File: config.mk
export PLATFORM = sky130hd
export DESIGN_NAME = cfg_serial_port
export DESIGN_NICKNAME = d
export VERILOG_FILES = /design/src/rtl/cfg_serial_pkg.sv /design/src/rtl/cfg_pin_sync.sv /design/src/rtl/cfg_frame_shifter.sv /design/src/rtl/cfg_reg_bank.sv /design/src/rtl/cfg_readback.sv /design/src/rtl/cfg_serial_port.sv
export SDC_FILE = /design/constraint.sdc
export NUM_CORES = 1
export LEC_CHECK = 0
export ABC_AREA = 1
export BUFFER_PORTS_ARGS = -buffer_cell sky130_fd_sc_hd__buf_2
export CORE_MARGIN = 2
export CORE_UTILIZATION = 30
export CTS_BUF_LIST = sky130_fd_sc_hd__clkbuf_8 sky130_fd_sc_hd__clkbuf_16
export DETAILED_ROUTE_END_ITERATION = 12
export SLEW_MARGIN = 15
export SYNTH_ARGS = -nofsm -noshare
export SYNTH_HDL_FRONTEND = slang
export SYNTH_SLANG_ARGS = --single-unit
File: constraint.sdc
create_clock -name clk -period 3.35 [get_ports clk]
set_input_delay 0 -clock clk [delete_from_list [all_inputs] [get_ports clk]]
set_output_delay 0 -clock clk [all_outputs]
set_load 0.01 [all_outputs]
File: src/rtl/cfg_serial_pkg.sv
package cfg_serial_pkg;
  localparam int unsigned CFG_DATA_W  = 8;
  localparam int unsigned CTRL_ADDR   = 8;
  localparam int unsigned OE_BIT      = 6;
  localparam int unsigned AUTOCAL_BIT = 3;
  localparam int unsigned OFS_FIRST   = 4;
  localparam int unsigned OFS_COUNT   = 4;
  localparam int unsigned PWR0_ADDR   = 14;
  localparam int unsigned PWR1_ADDR   = 15;

  function automatic logic [CFG_DATA_W-1:0] reg_default(input int unsigned addr);
    if (addr == CTRL_ADDR) return 8'h4E;
    if (addr == PWR0_ADDR) return 8'hAA;
    if (addr == PWR1_ADDR) return 8'h5A;
    return '0;
  endfunction
endpackage

File: src/rtl/cfg_pin_sync.sv
module cfg_pin_sync #(
  parameter int unsigned WIDTH  = 3,
  parameter int unsigned STAGES = 2,
  parameter logic [WIDTH-1:0] INIT = '0
) (
  input  logic             clk,
  input  logic             rst,
  input  logic [WIDTH-1:0] pin_async,
  output logic [WIDTH-1:0] pin_sync
);
  logic [WIDTH-1:0] stage_q [STAGES];

  always_ff @(posedge clk) begin
    if (rst) begin
      for (int s = 0; s < int'(STAGES); s++) stage_q[s] <= INIT;
    end else begin
      stage_q[0] <= pin_async;
      for (int s = 1; s < int'(STAGES); s++) stage_q[s] <= stage_q[s-1];
    end
  end

  assign pin_sync = stage_q[STAGES-1];
endmodule

File: src/rtl/cfg_frame_shifter.sv
module cfg_frame_shifter #(
  parameter int unsigned FRAME_W = 13
) (
  input  logic               clk,
  input  logic               rst,
  input  logic               clear,
  input  logic               shift_en,
  input  logic               bit_in,
  output logic [FRAME_W-1:0] word,
  output logic               full
);
  localparam int unsigned CNT_W = $clog2(FRAME_W + 1);

  logic [FRAME_W-1:0] word_q;
  logic [CNT_W-1:0]   cnt_q;

  always_ff @(posedge clk) begin
    if (rst) begin
      word_q <= '0;
      cnt_q  <= '0;
    end else if (clear) begin
      cnt_q <= '0;
    end else if (shift_en) begin
      word_q <= {word_q[FRAME_W-2:0], bit_in};
      if (cnt_q != CNT_W'(FRAME_W)) cnt_q <= cnt_q + 1'b1;
    end
  end

  assign word = word_q;
  assign full = (cnt_q == CNT_W'(FRAME_W));
endmodule

File: src/rtl/cfg_reg_bank.sv
module cfg_reg_bank
  import cfg_serial_pkg::*;
#(
  parameter int unsigned NUM_REGS = 16,
  parameter int unsigned DATA_W   = CFG_DATA_W,
  parameter int unsigned ADDR_W   = $clog2(NUM_REGS)
) (
  input  logic                       clk,
  input  logic                       rst,
  input  logic                       wr_en,
  input  logic [ADDR_W-1:0]          wr_addr,
  input  logic [DATA_W-1:0]          wr_data,
  output logic [NUM_REGS*DATA_W-1:0] regs_flat
);
  logic protect_ofs;
  assign protect_ofs = regs_flat[CTRL_ADDR*DATA_W + AUTOCAL_BIT];

  for (genvar i = 0; i < int'(NUM_REGS); i++) begin : g_reg
    localparam bit IS_OFS = (i >= int'(OFS_FIRST)) && (i < int'(OFS_FIRST + OFS_COUNT));
    logic [DATA_W-1:0] val_q;
    logic              hit;
    logic              blocked;

    assign hit     = wr_en && (wr_addr == ADDR_W'(i));
    assign blocked = IS_OFS && protect_ofs;

    always_ff @(posedge clk) begin
      if (rst)                 val_q <= DATA_W'(reg_default(i));
      else if (hit && !blocked) val_q <= wr_data;
    end

    assign regs_flat[i*DATA_W +: DATA_W] = val_q;
  end
endmodule

File: src/rtl/cfg_readback.sv
module cfg_readback #(
  parameter int unsigned DATA_W = 8
) (
  input  logic              clk,
  input  logic              rst,
  input  logic              load,
  input  logic [DATA_W-1:0] load_data,
  input  logic              shift,
  output logic              msb
);
  logic [DATA_W-1:0] sh_q;

  always_ff @(posedge clk) begin
    if (rst)        sh_q <= '0;
    else if (load)  sh_q <= load_data;
    else if (shift) sh_q <= {sh_q[DATA_W-2:0], 1'b0};
  end

  assign msb = sh_q[DATA_W-1];
endmodule

File: src/rtl/cfg_serial_port.sv
module cfg_serial_port
  import cfg_serial_pkg::*;
#(
  parameter int unsigned NUM_REGS    = 16,
  parameter int unsigned DATA_W      = CFG_DATA_W,
  parameter int unsigned SYNC_STAGES = 2
) (
  input  logic                       clk,
  input  logic                       rst,
  input  logic                       ser_cs_n,
  input  logic                       ser_clk,
  input  logic                       ser_din,
  output logic                       ser_dout,
  output logic                       ser_dout_oe,
  output logic [NUM_REGS*DATA_W-1:0] cfg_regs
);
  localparam int unsigned ADDR_W  = $clog2(NUM_REGS);
  localparam int unsigned FRAME_W = 1 + ADDR_W + DATA_W;

  logic [2:0] pins_s;
  logic cs_s, sclk_s, din_s;
  logic cs_d, sclk_d;

  cfg_pin_sync #(.WIDTH(3), .STAGES(SYNC_STAGES), .INIT(3'b001)) u_sync (
    .clk(clk), .rst(rst),
    .pin_async({ser_din, ser_clk, ser_cs_n}),
    .pin_sync(pins_s)
  );
  assign {din_s, sclk_s, cs_s} = pins_s;

  always_ff @(posedge clk) begin
    if (rst) begin
      cs_d   <= 1'b1;
      sclk_d <= 1'b0;
    end else begin
      cs_d   <= cs_s;
      sclk_d <= sclk_s;
    end
  end

  logic cs_fall, cs_rise, sclk_rise, sclk_fall;
  assign cs_fall   = !cs_s && cs_d;
  assign cs_rise   = cs_s && !cs_d;
  assign sclk_rise = !cs_s && sclk_s && !sclk_d;
  assign sclk_fall = !cs_s && !sclk_s && sclk_d;

  logic [FRAME_W-1:0] word;
  logic               full;

  cfg_frame_shifter #(.FRAME_W(FRAME_W)) u_shift (
    .clk(clk), .rst(rst), .clear(cs_fall), .shift_en(sclk_rise),
    .bit_in(din_s), .word(word), .full(full)
  );

  logic              commit;
  logic              is_read;
  logic [ADDR_W-1:0] frame_addr;
  logic [DATA_W-1:0] frame_data;
  assign commit     = cs_rise && full;
  assign is_read    = word[FRAME_W-1];
  assign frame_addr = word[DATA_W +: ADDR_W];
  assign frame_data = word[DATA_W-1:0];

  cfg_reg_bank #(.NUM_REGS(NUM_REGS), .DATA_W(DATA_W), .ADDR_W(ADDR_W)) u_bank (
    .clk(clk), .rst(rst), .wr_en(commit && !is_read),
    .wr_addr(frame_addr), .wr_data(frame_data), .regs_flat(cfg_regs)
  );

  logic [ADDR_W-1:0] rb_addr_q;
  always_ff @(posedge clk) begin
    if (rst)         rb_addr_q <= '0;
    else if (commit) rb_addr_q <= frame_addr;
  end

  logic rb_msb;
  cfg_readback #(.DATA_W(DATA_W)) u_rb (
    .clk(clk), .rst(rst), .load(cs_fall),
    .load_data(cfg_regs[rb_addr_q*DATA_W +: DATA_W]),
    .shift(sclk_fall), .msb(rb_msb)
  );

  assign ser_dout_oe = !cs_s && cfg_regs[CTRL_ADDR*DATA_W + OE_BIT];
  assign ser_dout    = ser_dout_oe && rb_msb;
endmodule

==> results of run 1 <==
==> power groups by stage <==
stage,sequential (uW),combinational [uW],clock (uW)
after detailed placement,2010,78.6,0
final,1970,82.0,2200
after global placement,2010,77.8,0
after global routing,1970,93.1,2320
after CTS,1970,81.8,2220
after floorplan,2010,60.0,0
==> path summary, 6_finish.rpt <==
check | startpoint | slack [ps] | endpoint | depth (start not counted)
hold reg to reg | u_sync.stage_q[0][2]$_SDFF_PP0_ | 410 | u_sync.stage_q[0][5]$_SDFF_PP0_ | 2
hold / removal | rst | 80 | u_sync.stage_q[0][2]$_SDFF_PP0_ | 3
setup / recovery | u_shift.cnt_q[0]$_SDFFE_PP0P_ | 1140 | u_bank.g_reg[2].val_q[4]$_SDFFE_PP0P_ | 8
setup reg to reg | u_shift.cnt_q[0]$_SDFFE_PP0P_ | 1140 | u_bank.g_reg[2].val_q[4]$_SDFFE_PP0P_ | 8
==> worst max-delay path: stages, from the launching register on <==
cell and delay (ps):
dfxtp_1 410, ha_1 190, nand2_1 90, nor2_4 150, nand4_4 150, nor2_4 320, nand2_1 400, o21ai_0 310
a21oi_1 60
==> kinds of logic after synthesis <==
| family | synth area share (%) |
|---|---|
| flops | 45.2 |
| buf+inv | 10.1 |
| compound gates | 19.4 |
| fa+ha+maj | 0.343 |
| simple gates | 24.9 |
==> flip-flops by register name, indices dropped and copies added, names as in the netlist <==
| name | flops |
|---|---|
| u_bank.g.val_q | 128 |
| u_shift.word | 13 |
| u_rb.sh_q | 8 |
| u_shift.cnt_q | 4 |
| sclk_d | 1 |
| rb_addr_q | 4 |
| u_sync.stage_q | 6 |
| cs_d | 1 |
==> synth_stat cells (all sizes together), types with 3 or more instances <==
cell,number
or2,3
inv,114
nand2,226
o211ai,10
o21ai,130
a21oi,127
clkbuf,41
a211oi,4
nand3,117
clkinv,4
dfxtp,165
buf,26
nor2,60
==> routing by layer <==
metal  vias up  track usage, %  share of wire [%]
li1       3562               -                  -
met4         0            6.06                1.8
met1      3345            29.2                 47
met5         -               0                  0
met2       315            29.5                 43
met3        34            4.47                7.6
==> per-stage QoR <==
stage                     std cells  hold slack, ps  utilization (%)
final                          1468            75.6             36.7
after global routing           1468            83.6             36.7
after CTS                      1468            82.7             36.7
after detailed placement       1433             199             33.8
after global placement         1433             188             33.8
after floorplan                1035             104                -
==> cell type report <==
type,count,share of cell area [%]
well taps,324,4.59
flip-flops and latches,165,37.4
repair buffers,144,8.67
clock buffers,19,5.13
inverters,118,5.01
clock inverters,13,2.32
multi-input cells,685,36.9
==> placed cells by master (no fill, tap or decap), types with 3 or more instances in the layout <==
cell	instances
o211ai_2	3
clkbuf_16	17
nor2_4	3
nand2_2	5
nand3_2	5
inv_2	4
or2_2	3
a21oi_1	127
o21ai_0	111
buf_4	6
bufinv_16	5
o211ai_1	7
buf_2	134
nand3_1	111
inv_1	110
nand2_1	221
a211oi_1	4
dlygate4sd3_1	3
clkinv_4	3
dfxtp_1	164
clkinv_1	5
o21ai_1	19
nor2_1	54
==> impl_results.rst, run 1 <==
.. list-table::
   :header-rows: 1

   * - Metric
     - Value
   * - Gate count of the mapped netlist
     - 1035
   * - Area of combinational cells with multiple inputs
     - ~3300 sq um
   * - Relative slew slack
     - 28.3%
   * - Count of final setup violators
     - 0
   * - Combinational group share of total power
     - between 1.5 and 2%
   * - DIE HEIGHT
     - between 150 and 200 um
   * - Count of cell types in the netlist
     - 32
   * - Inserted Clock Buffers
     - 17
   * - Number of warning messages in the yosys log
     - 0
   * - Diode insertion count for antenna repair
     - 0
   * - Instance area after placement
     - between 8000 and 9000 sq um
   * - Period minus WS final
     - roughly 2200 ps
   * - Netlist area before placement
     - 7300 sq um
   * - DR DRC count
     - 0
   * - Number of synthesized flops with an enable pin
     - 0
   * - Synthesized Nets
     - between 1000 and 1500
   * - Clk sink count
     - around 170
   * - Maximum clock rate
     - 0.452 GHz
   * - Post-route setup slack
     - 1140 ps
   * - Endpoints failing hold
     - 0
   * - Sequential cell area fraction in the yosys report
     - a little under half
   * - Aggregate negative setup slack
     - 0 ps
   * - Sequential cell fraction of total power
     - 46.3%
   * - Grt ovf
     - 0
   * - First-pass GRT wire length
     - a little under 40000 um
   * - Number of search-and-repair iterations in the first detailed-routing pass
     - 5
   * - Leakage power
     - between 0.003 and 0.004 uW
   * - Type of the worst setup path
     - flip-flop to flip-flop
   * - Number of flip-flops and latches in the synthesized netlist
     - roughly 170
   * - Synth Area per Inst
     - approximately 7.1 sq um
   * - Min-Delay Path Class
     - input pin to flip-flop
   * - Gates resized, CTS repair
     - 0
   * - Setup repair after global routing missed its margin
     - no
   * - Maximum number of pins on one net before global-route repair
     - between 90 and 100
   * - Clock transition at the registers of the reported paths
     - roughly 70 ps
   * - Area used by sequential logic in the layout
     - around 3300 sq um
   * - Net total in the final layout
     - about 1100
   * - Cell taking the most area after synthesis
     - dfxtp_1
   * - DRT iter0 DRCs
     - approximately 850
   * - Worst setup slack before clock tree synthesis
     - 1210 ps
   * - Std-Cell Core Area
     - ~24000 sq um
   * - Skew final
     - roughly 7.3 ps
   * - Share of flip-flops with an asynchronous set or reset
     - 0%
   * - Fillers
     - about 2600
   * - Synth top area cells
     - dfxtp_1, nand2_1, a21oi_1
   * - Finished layout cell area
     - about 9000 sq um
   * - Number of top-level design ports
     - about 140
   * - Startpoint Class
     - flip-flop
   * - Buffer depth of the longest clock path
     - 2
   * - Power per Cell Area
     - approximately 480 nW/um^2
   * - Switching share of power
     - approximately a fifth
   * - Critical path required time
     - 3660 ps
   * - Switching power of the nets
     - 905 uW
   * - Ys flop type
     - dfxtp_1
   * - Max_cap viols
     - 0
   * - Number of global-route vias before repair
     - roughly 6500
   * - Effective utilization at floorplan
     - a little under a third
   * - HPWL after DPL
     - approximately 18000 um
   * - Avg Vias per Cell
     - about 4.9
   * - Post-route fraction of the period consumed by the critical path
     - about two thirds
   * - Area share of the leading cell type in the synthesized netlist
     - ~45%
   * - Number of buffers inserted by post-CTS setup repair
     - 0
   * - Clock network fraction of total power
     - about half
   * - TritonCTS clock tree
     - done
   * - Total global-route track usage
     - 20.1%
   * - WL/cell
     - between 15 and 20 um
   * - Antenna Violating Nets Remaining
     - 0
   * - Critical Path End Type
     - flip-flop
   * - Growth of design area from synthesis to finish
     - 21.0%
   * - Worst IR Drop VDD
     - 0.000247 V
   * - Internal power contribution
     - approximately 3400 uW
   * - Transition time at the pin with the least slew margin
     - 1070 ps
   * - Status
     - complete, no violations
   * - Critical path fanouts, max
     - 16
   * - Root buffer cell
     - clkbuf_16
   * - Overall die width
     - between 150 and 200 um
   * - Antenna violations before repair
     - 0
   * - Row Count
     - 57
   * - Share of layout cells above drive strength 1
     - about 18%
   * - Arrival time of the worst setup path
     - 2520 ps
   * - Cts hold-fix bufs
     - 3
   * - Overall Power
     - 4260 uW
   * - DR vias
     - just over 7000
   * - RD Place Congestion
     - ~0.9
   * - Die outline area
     - ~26000 sq um
   * - Total wirelength of the detailed-routed design
     - 25900 um
   * - Clk_lat worst skew
     - approximately 440 ps
   * - Max-slew violation total from the final report
     - 0
   * - # port buffers
     - roughly 130
   * - Number of H-tree branching levels
     - 4
(Power assumes the default switching activity.)
==> inputs of run 2 (changes only) <==
clock period = 2.2 ns   (was 3.35 ns; I/O delays follow)
==> run 2 against run 1 <==
- final area rose by 1.6%
- critical endpoint is now u_bank.g_reg[2].val_q[5]$_SDFFE_PP0P_
- count of clock-buffer cells in the layout decreased by 1
- critical path depth did not move
- first-iteration DRC count fell by 6.9%
- sequential share of layout area fell by 0.58 points
- die area unchanged
- clock skew increased by 5.8 ps
- via count is 1.1% lower
- utilization grew 0.58 points
- maximum frequency is 11% higher
==> impl_results.rst, run 2 (synthesis results as in run 1) <==
.. list-table::
   :header-rows: 1

   * - Metric
     - Value
   * - Start point of the worst hold path
     - ser_cs_n
   * - Cells along the critical path
     - ha_1, nand2_1, nor2_4, nand4_4, nor2_4, nand2_1, o21ai_0, a21oi_1
   * - Worst r2r src
     - u_shift.cnt_q[0]$_SDFFE_PP0P_
   * - End of the worst hold path
     - u_sync.stage_q[0][0]$_SDFF_PP1_
   * - Most frequent cells in the layout
     - nand2_1, dfxtp_1, buf_2, a21oi_1
   * - Number of top-level design ports
     - 135 (unchanged)
   * - Clk sink count
     - 165 (unchanged)
   * - Instance area after placement
     - 8310 sq um (+2.0%)
   * - Overall Power
     - 6210 uW (+46%)
   * - DR vias
     - 7177 (-1.1%)
   * - Relative slew slack
     - 44.5% (+16 points)
   * - Switching power of the nets
     - 1370 uW (+51%)
   * - Overall die width
     - 160 um (unchanged)
   * - Effective utilization at floorplan
     - 30.3% (unchanged)
   * - Critical-path top delay cell
     - dfxtp_1
   * - Critical Path End Type
     - flip-flop
   * - Critical path fanouts, max
     - 16 (unchanged)
   * - Grt ovf
     - 0 (unchanged)
   * - Critical path required time
     - 2510 ps (-1150 ps)
   * - Aggregate negative setup slack
     - 0 ps (unchanged)
   * - Skew final
     - 13.1 ps (+5.84 ps)
   * - Diode insertion count for antenna repair
     - 0 (unchanged)
   * - Setup repair after global routing missed its margin
     - no
   * - Number of global-route vias before repair
     - 6231 (-3.7%)
   * - Sequential cell fraction of total power
     - 48.3% (+2.0 points)
   * - DRT iter0 DRCs
     - 793 (-6.9%)
   * - First-pass GRT wire length
     - 38300 um (-3.1%)
   * - Max_cap viols
     - 0 (unchanged)
   * - Avg Vias per Cell
     - 4.82 (-2.5%)
   * - Total wirelength of the detailed-routed design
     - 25300 um (-2.3%)
   * - Max-slew violation total from the final report
     - 0 (unchanged)
   * - Flip-flop count of the largest register after layout
     - 128 (unchanged)
   * - Worst setup slack before clock tree synthesis
     - 183 ps (-1020 ps)
   * - Maximum number of pins on one net before global-route repair
     - 138 (+47%)
   * - Net total in the final layout
     - 1159 (+1.8%)
   * - Status
     - complete, no violations
   * - Std-Cell Core Area
     - 24100 sq um (unchanged)
   * - Row Count
     - 57 (unchanged)
   * - Fraction of the core area covered by cells at the end of the flow
     - 37.2% (+0.58 points)
   * - Count of final setup violators
     - 0 (unchanged)
   * - Root buffer cell
     - clkbuf_16
   * - # port buffers
     - 134 (unchanged)
   * - Die outline area
     - 25600 sq um (unchanged)
   * - Internal power contribution
     - 4840 uW (+44%)
   * - Worst-case reg-to-reg path depth
     - 8 (unchanged)
   * - Number of H-tree branching levels
     - 4 (unchanged)
   * - CP peak stage delay
     - 400 ps (about the same)
   * - DIE HEIGHT
     - 160 um (unchanged)
   * - Worst IR Drop VDD
     - 0.000492 V (+99%)
   * - Maximum clock rate
     - 0.501 GHz (+11%)
   * - Combinational group share of total power
     - 2.1% (+0.2 points)
   * - Total global-route track usage
     - 19.5% (-0.53 points)
   * - RD Place Congestion
     - 0.900 (+0.48%)
   * - Clock transition at the registers of the reported paths
     - 70 ps (about the same)
   * - Number of buffers inserted by post-CTS setup repair
     - 0 (unchanged)
   * - Number of search-and-repair iterations in the first detailed-routing pass
     - 6 (+1)
   * - Switching share of power
     - 22.0% (+0.78 points)
   * - Clock network fraction of total power
     - 49.6% (-2.2 points)
   * - Endpoints failing hold
     - 0 (unchanged)
   * - Finished layout cell area
     - 8970 sq um (+1.6%)
   * - Share of layout cells above drive strength 1
     - 18.9% (+1.2 points)
   * - Transition time at the pin with the least slew margin
     - 831 ps (-243 ps)
   * - Type of the worst setup path
     - flip-flop to flip-flop
   * - Startpoint Class
     - flip-flop
   * - Worst reg-to-reg setup slack
     - 200 ps (-940 ps)
   * - Most flop-heavy register
     - u_bank.g.val_q
   * - Arrival time of the worst setup path
     - 2310 ps (-210 ps)
   * - Clk_lat worst skew
     - 440 ps (about the same)
   * - Antenna violations before repair
     - 0 (unchanged)
   * - Post-route fraction of the period consumed by the critical path
     - 90.8% (+25 points)
   * - HPWL after DPL
     - 17800 um (+0.11%)
   * - Endpoint of the worst register-to-register path
     - u_bank.g_reg[2].val_q[5]$_SDFFE_PP0P_
   * - Inserted Clock Buffers
     - 17 (unchanged)
   * - Growth of design area from synthesis to finish
     - 22.9%
   * - DR DRC count
     - 0 (unchanged)
   * - Post-route setup slack
     - 202 ps (-937 ps)
   * - Number of instances on the worst hold path
     - 3 (unchanged)
   * - Min-Delay Path Class
     - input pin to flip-flop
   * - Period minus WS final
     - 2000 ps (-213 ps)
   * - TritonCTS clock tree
     - done
   * - WL/cell
     - 17.0 um (-3.6%)
   * - Antenna Violating Nets Remaining
     - 0 (unchanged)
   * - Buffer depth of the longest clock path
     - 2 (unchanged)
   * - Leading cell type in the layout, fill and taps excluded
     - nand2_1
   * - Power per Cell Area
     - 692 nW/um^2 (+44%)
   * - Leakage power
     - 0.00384 uW (+2.7%)
## run 2: cell count changes in the layout (fill, tap and decap cells not counted), sizes merged
| cell | change |
|---|---|
| buf | +18 |
| bufinv | -2 |
| clkbuf | -1 |
| clkinv | +2 |
| dlygate4sd3 | +3 |
| inv | +1 |
## run 2: cell type report
class,count,area [sq um]
clock inverter,14,163
fill,2648,15100
timing repair buffer,165,956
multi-input combinational,685,3260
clock buffer,18,439
sequential,165,3300
tap,324,405
inverter,118,443
## run 2: metal layers
| layer | vias to the layer above | track usage [%] | share of wire (%) |
|---|---|---|---|
| li1 | 3605 | - | - |
| met1 | 3292 | 28.6 | 48 |
| met2 | 260 | 28.7 | 44 |
| met3 | 20 | 4.23 | 6.5 |
| met4 | 0 | 5.81 | 1.6 |
| met5 | - | 0 | 0 |
## run 2: power by group through the flow
stage | Sequential, uW | Clock [uW] | Combinational, uW
final | 3000 | 3080 | 129
after global routing | 3000 | 3270 | 145
after CTS | 3000 | 3110 | 128
after detailed placement | 3070 | 0 | 120
after global placement | 3070 | 0 | 120
after floorplan | 3060 | 0 | 91.4
## run 2: per-stage QoR
stage                     hold slack [ps]  instances
after floorplan                       104       1035
after global placement                187       1451
after detailed placement              186       1451
after CTS                             283       1489
after global routing                  305       1489
final                                 291       1489
## run 2: critical path, delay by kind of cell, from the launching register on
family | cells | cell delay (ps)
DFF | 1 | 400
adders and majority gates | 1 | 190
AOI/OAI and AO/OA | 2 | 350
and+or+nand+nor | 5 | 920
## run 2: how the worst max path moves through the flow
| stage | from | slack (ps) | to | cells after the start |
|---|---|---|---|---|
| 6_report | u_shift.cnt_q[0]$_SDFFE_PP0P_ | 200 | u_bank.g_reg[2].val_q[5]$_SDFFE_PP0P_ | 8 |
| 5_1_grt | u_shift.cnt_q[0]$_SDFFE_PP0P_ | 30 | u_bank.g_reg[2].val_q[3]$_SDFFE_PP0P_ | 8 |
| 4_1_cts | u_shift.cnt_q[0]$_SDFFE_PP0P_ | 170 | u_bank.g_reg[15].val_q[5]$_SDFFE_PP0P_ | 9 |
| 3_5_place_dp | u_shift.cnt_q[0]$_SDFFE_PP0P_ | 180 | u_bank.g_reg[15].val_q[5]$_SDFFE_PP0P_ | 9 |
| 3_3_place_gp | u_shift.cnt_q[0]$_SDFFE_PP0P_ | 260 | u_bank.g_reg[15].val_q[5]$_SDFFE_PP0P_ | 9 |
| 2_1_floorplan | u_shift.cnt_q[0]$_SDFFE_PP0P_ | 550 | u_bank.g_reg[0].val_q[6]$_SDFFE_PP0P_ | 9 |
## run 2: what timing repair did
item                                    CTS  global route
gates resized for setup                   0             1
hold buffers                              6             0
endpoints found under the setup margin    0             2
hold endpoints to repair                  8             0
==> inputs of run 3 (changes only) <==
--- a/config.mk
+++ b/config.mk
@@ -16,2 +16,3 @@
 export SYNTH_HDL_FRONTEND = slang
 export SYNTH_SLANG_ARGS = --single-unit
+export TNS_END_PERCENT = 20
==> constraint.sdc (replaced) <==
create_clock -name clk -period 2.2 [get_ports clk]
set_input_delay 0.11 -clock clk [delete_from_list [all_inputs] [get_ports clk]]
set_output_delay 0.11 -clock clk [all_outputs]
set_load 0.01 [all_outputs]
==> run 3 against run 2 <==
- clock power is 4% higher
- worst setup slack worse by 18 ps
- sequential share of layout area hardly changed
- count of clock-buffer cells in the layout is 1 lower
- die area stayed put
- via count is 1.2% lower
- combinational power hardly changed
- non-clock buffer count is 4 lower
- maximum frequency is 0.89% lower
- final cell count is 0.27% lower
- global-route usage is 0.073 points lower
- sequential power hardly changed
- critical path type unchanged
- largest cell class unchanged
- highest routed layer unchanged
==> impl_results.rst, run 3 (synthesis results as in run 1) <==
.. list-table::
   :header-rows: 1

   * - Metric
     - Value
   * - Power per Cell Area
     - 707 nW/um^2 (+2.1%)
   * - Startpoint Class
     - flip-flop
   * - Min-Delay Path Class
     - input pin to flip-flop
   * - Period minus WS final
     - 2020 ps (+17.9 ps)
   * - Post-route setup slack
     - 185 ps (-17.9 ps)
   * - Met3 layer wire length in the routed design
     - 1800 um (+10%)
   * - Category of cells accounting for the largest share of critical-path delay
     - simple AND/OR/NAND/NOR gates
   * - Share of layout cells above drive strength 1
     - 18.9% (+0.065 points)
   * - Transition time at the pin with the least slew margin
     - 781 ps (-49.2 ps)
   * - Highest routed metal layer
     - met4
   * - Arrival time of the worst setup path
     - 2320 ps (about the same)
   * - Total global-route track usage
     - 19.5% (-0.073 points)
   * - Critical path fanouts, max
     - 16 (unchanged)
   * - Skew final
     - 12.5 ps (-0.639 ps)
   * - Row Count
     - 57 (unchanged)
   * - Clk sink count
     - 165 (unchanged)
   * - Maximum clock rate
     - 0.496 GHz (-0.89%)
   * - Number of global-route vias before repair
     - 6305 (+1.2%)
   * - Worst IR Drop VDD
     - 0.000451 V (-8.5%)
   * - Worst hold slack
     - 80.7 ps (-211 ps)
   * - Most flop-heavy register
     - u_bank.g.val_q
   * - Internal power contribution
     - 4940 uW (+2.0%)
   * - Net total in the final layout
     - 1155 (-0.35%)
   * - DIE HEIGHT
     - 160 um (unchanged)
   * - Detail Route met2 WL
     - 11100 um (-1.0%)
   * - Combinational group share of total power
     - 2.0% (about the same)
   * - Effective utilization at floorplan
     - 30.3% (unchanged)
   * - WL/cell
     - 17.0 um (+0.21%)
   * - HPWL after DPL
     - 17900 um (+0.24%)
   * - Inserted Clock Buffers
     - 17 (unchanged)
   * - Most frequent cells in the layout
     - nand2_1, dfxtp_1, buf_2, a21oi_1, o21ai_0
   * - Antenna violations before repair
     - 0 (unchanged)
   * - CP peak stage delay
     - 400 ps (about the same)
   * - Buffering stage count on the worst path with inverters included
     - 0 (unchanged)
   * - Max_cap viols
     - 0 (unchanged)
   * - Overall die width
     - 160 um (unchanged)
   * - Critical Path End Type
     - flip-flop
   * - Count of final setup violators
     - 0 (unchanged)
   * - Std-Cell Core Area
     - 24100 sq um (unchanged)
   * - Avg Vias per Cell
     - 4.78 (-0.89%)
   * - Switching power of the nets
     - 1390 uW (+1.8%)
   * - Grt ovf
     - 0 (unchanged)
   * - Die outline area
     - 25600 sq um (unchanged)
   * - Antenna Violating Nets Remaining
     - 0 (unchanged)
   * - Setup repair after global routing missed its margin
     - no
   * - Clock transition at the registers of the reported paths
     - 70 ps (about the same)
   * - RD Place Congestion
     - 0.884 (-1.7%)
   * - DR DRC count
     - 0 (unchanged)
   * - Sequential cell fraction of total power
     - 47.3% (-1.0 points)
   * - Switching share of power
     - 22.0% (-0.036 points)
   * - Number of buffers inserted by post-CTS setup repair
     - 0 (unchanged)
   * - Status
     - complete, no violations
   * - DRT iter0 DRCs
     - 693 (-13%)
   * - Worst setup slack before clock tree synthesis
     - 199 ps (+15.8 ps)
   * - Clk_lat worst skew
     - 440 ps (about the same)
   * - Flip-flop count of the largest register after layout
     - 128 (unchanged)
   * - First-pass GRT wire length
     - 38500 um (+0.50%)
   * - Post-route fraction of the period consumed by the critical path
     - 91.6% (+0.81 points)
   * - Max-slew violation total from the final report
     - 0 (unchanged)
   * - Buffer depth of the longest clock path
     - 2 (unchanged)
   * - Leakage power
     - 0.00382 uW (-0.48%)
   * - Number of H-tree branching levels
     - 4 (unchanged)
   * - # port buffers
     - 134 (unchanged)
   * - Type of the worst setup path
     - flip-flop to flip-flop
   * - Clock network fraction of total power
     - 50.7% (+1.1 points)
   * - Growth of design area from synthesis to finish
     - 22.8%
   * - Maximum number of pins on one net before global-route repair
     - 138 (unchanged)
   * - Root buffer cell
     - clkbuf_16
   * - Leading cell type in the layout, fill and taps excluded
     - nand2_1
   * - Total wirelength of the detailed-routed design
     - 25300 um (about the same)
   * - Diode insertion count for antenna repair
     - 0 (unchanged)
   * - Number of search-and-repair iterations in the first detailed-routing pass
     - 5 (-1)
   * - Endpoints failing hold
     - 0 (unchanged)
   * - Aggregate negative setup slack
     - 0 ps (unchanged)
   * - TritonCTS clock tree
     - done
   * - Relative slew slack
     - 47.7% (+3.2 points)
   * - Number of top-level design ports
     - 135 (unchanged)
   * - Critical-path top delay cell
     - dfxtp_1
   * - Critical path required time
     - 2510 ps (about the same)
   * - Cells along the critical path
     - ha_1, nand2_1, nor2_4, nand4_4, nor2_4, nand2_1, o21ai_0, a21oi_1
   * - DR vias
     - 7094 (-1.2%)
   * - Met1 wire length
     - 11900 um (-1.0%)
-- run 3: cell count changes in the layout (fill, tap and decap cells not counted) --
cell and change:
inv_6 +4, clkinv_4 -3, dlygate4sd3_1 -3, clkinv_2 -2, clkinvlp_4 +2, buf_4 -1, bufinv_16 +1, clkbuf_8 -1
inv_1 -1
-- run 3: worst paths after layout --
path / from / end / slack (ps) / cells after the start
worst max-delay path: u_shift.cnt_q[0]$_SDFFE_PP0P_ / u_bank.g_reg[2].val_q[4]$_SDFFE_PP0P_ / 180 / 8
worst min-delay path: rst / u_sync.stage_q[0][2]$_SDFF_PP0_ / 80 / 2
worst max register to register: u_shift.cnt_q[0]$_SDFFE_PP0P_ / u_bank.g_reg[2].val_q[4]$_SDFFE_PP0P_ / 180 / 8
worst min register to register: u_sync.stage_q[0][1]$_SDFF_PP0_ / u_sync.stage_q[0][4]$_SDFF_PP0_ / 410 / 2
-- run 3: metrics by stage --
| stage | utilization, % | area (sq um) | std cells | power, uW |
|---|---|---|---|---|
| finish | 37.2 | 8960 | 1485 | 6330 |
| global route | 37.2 | 8960 | 1485 | 6510 |
| CTS | 37.2 | 8960 | 1485 | 6380 |
| detailed placement | 34.4 | 8300 | 1450 | 3190 |
| global placement | 34.4 | 8300 | 1450 | 3180 |
| floorplan | - | 7300 | 1035 | 3160 |
-- run 3: routing by layer --
| metal | vias to the layer above | global-route usage (%) |
|---|---|---|
| li1 | 3597 | - |
| met1 | 3204 | 28.2 |
| met2 | 264 | 29.0 |
| met3 | 29 | 3.79 |
| met4 | 0 | 6.51 |
| met5 | - | 0 |
-- run 3: layout make-up --
class                   count  area, sq um
clock buffers              17          425
clock inverters            15          203
fillers                  2633        15100
inverters                 118          443
multi-input cells         685         3260
flip-flops and latches    165         3300
well taps                 324          405
repair buffers            161          918
-- run 3: worst reg2reg max path, stage by stage (launching register included) --
cell and delay [ps]:
dfxtp_1 400, ha_1 190, nand2_1 90, nor2_4 150, nand4_4 160, nor2_4 190
nand2_1 330, o21ai_0 310, a21oi_1 70
-- run 3: power by group through the flow --
| stage | Clock, uW | Sequential [uW] | Combinational, uW |
|---|---|---|---|
| 6_report | 3210 | 3000 | 126 |
| 5_1_grt | 3370 | 3000 | 144 |
| 4_1_cts | 3260 | 3000 | 125 |
| 3_5_place_dp | 0 | 3070 | 121 |
| 3_3_place_gp | 0 | 3070 | 119 |
| 2_1_floorplan | 0 | 3060 | 91.4 |
-- run 3: repair_timing --
action | 4_1_cts | 5_1_grt
setup endpoints to repair | 0 | 1
endpoints found under the hold margin | 3 | 0
gates resized for setup | 0 | 1
hold buffers | 3 | 0
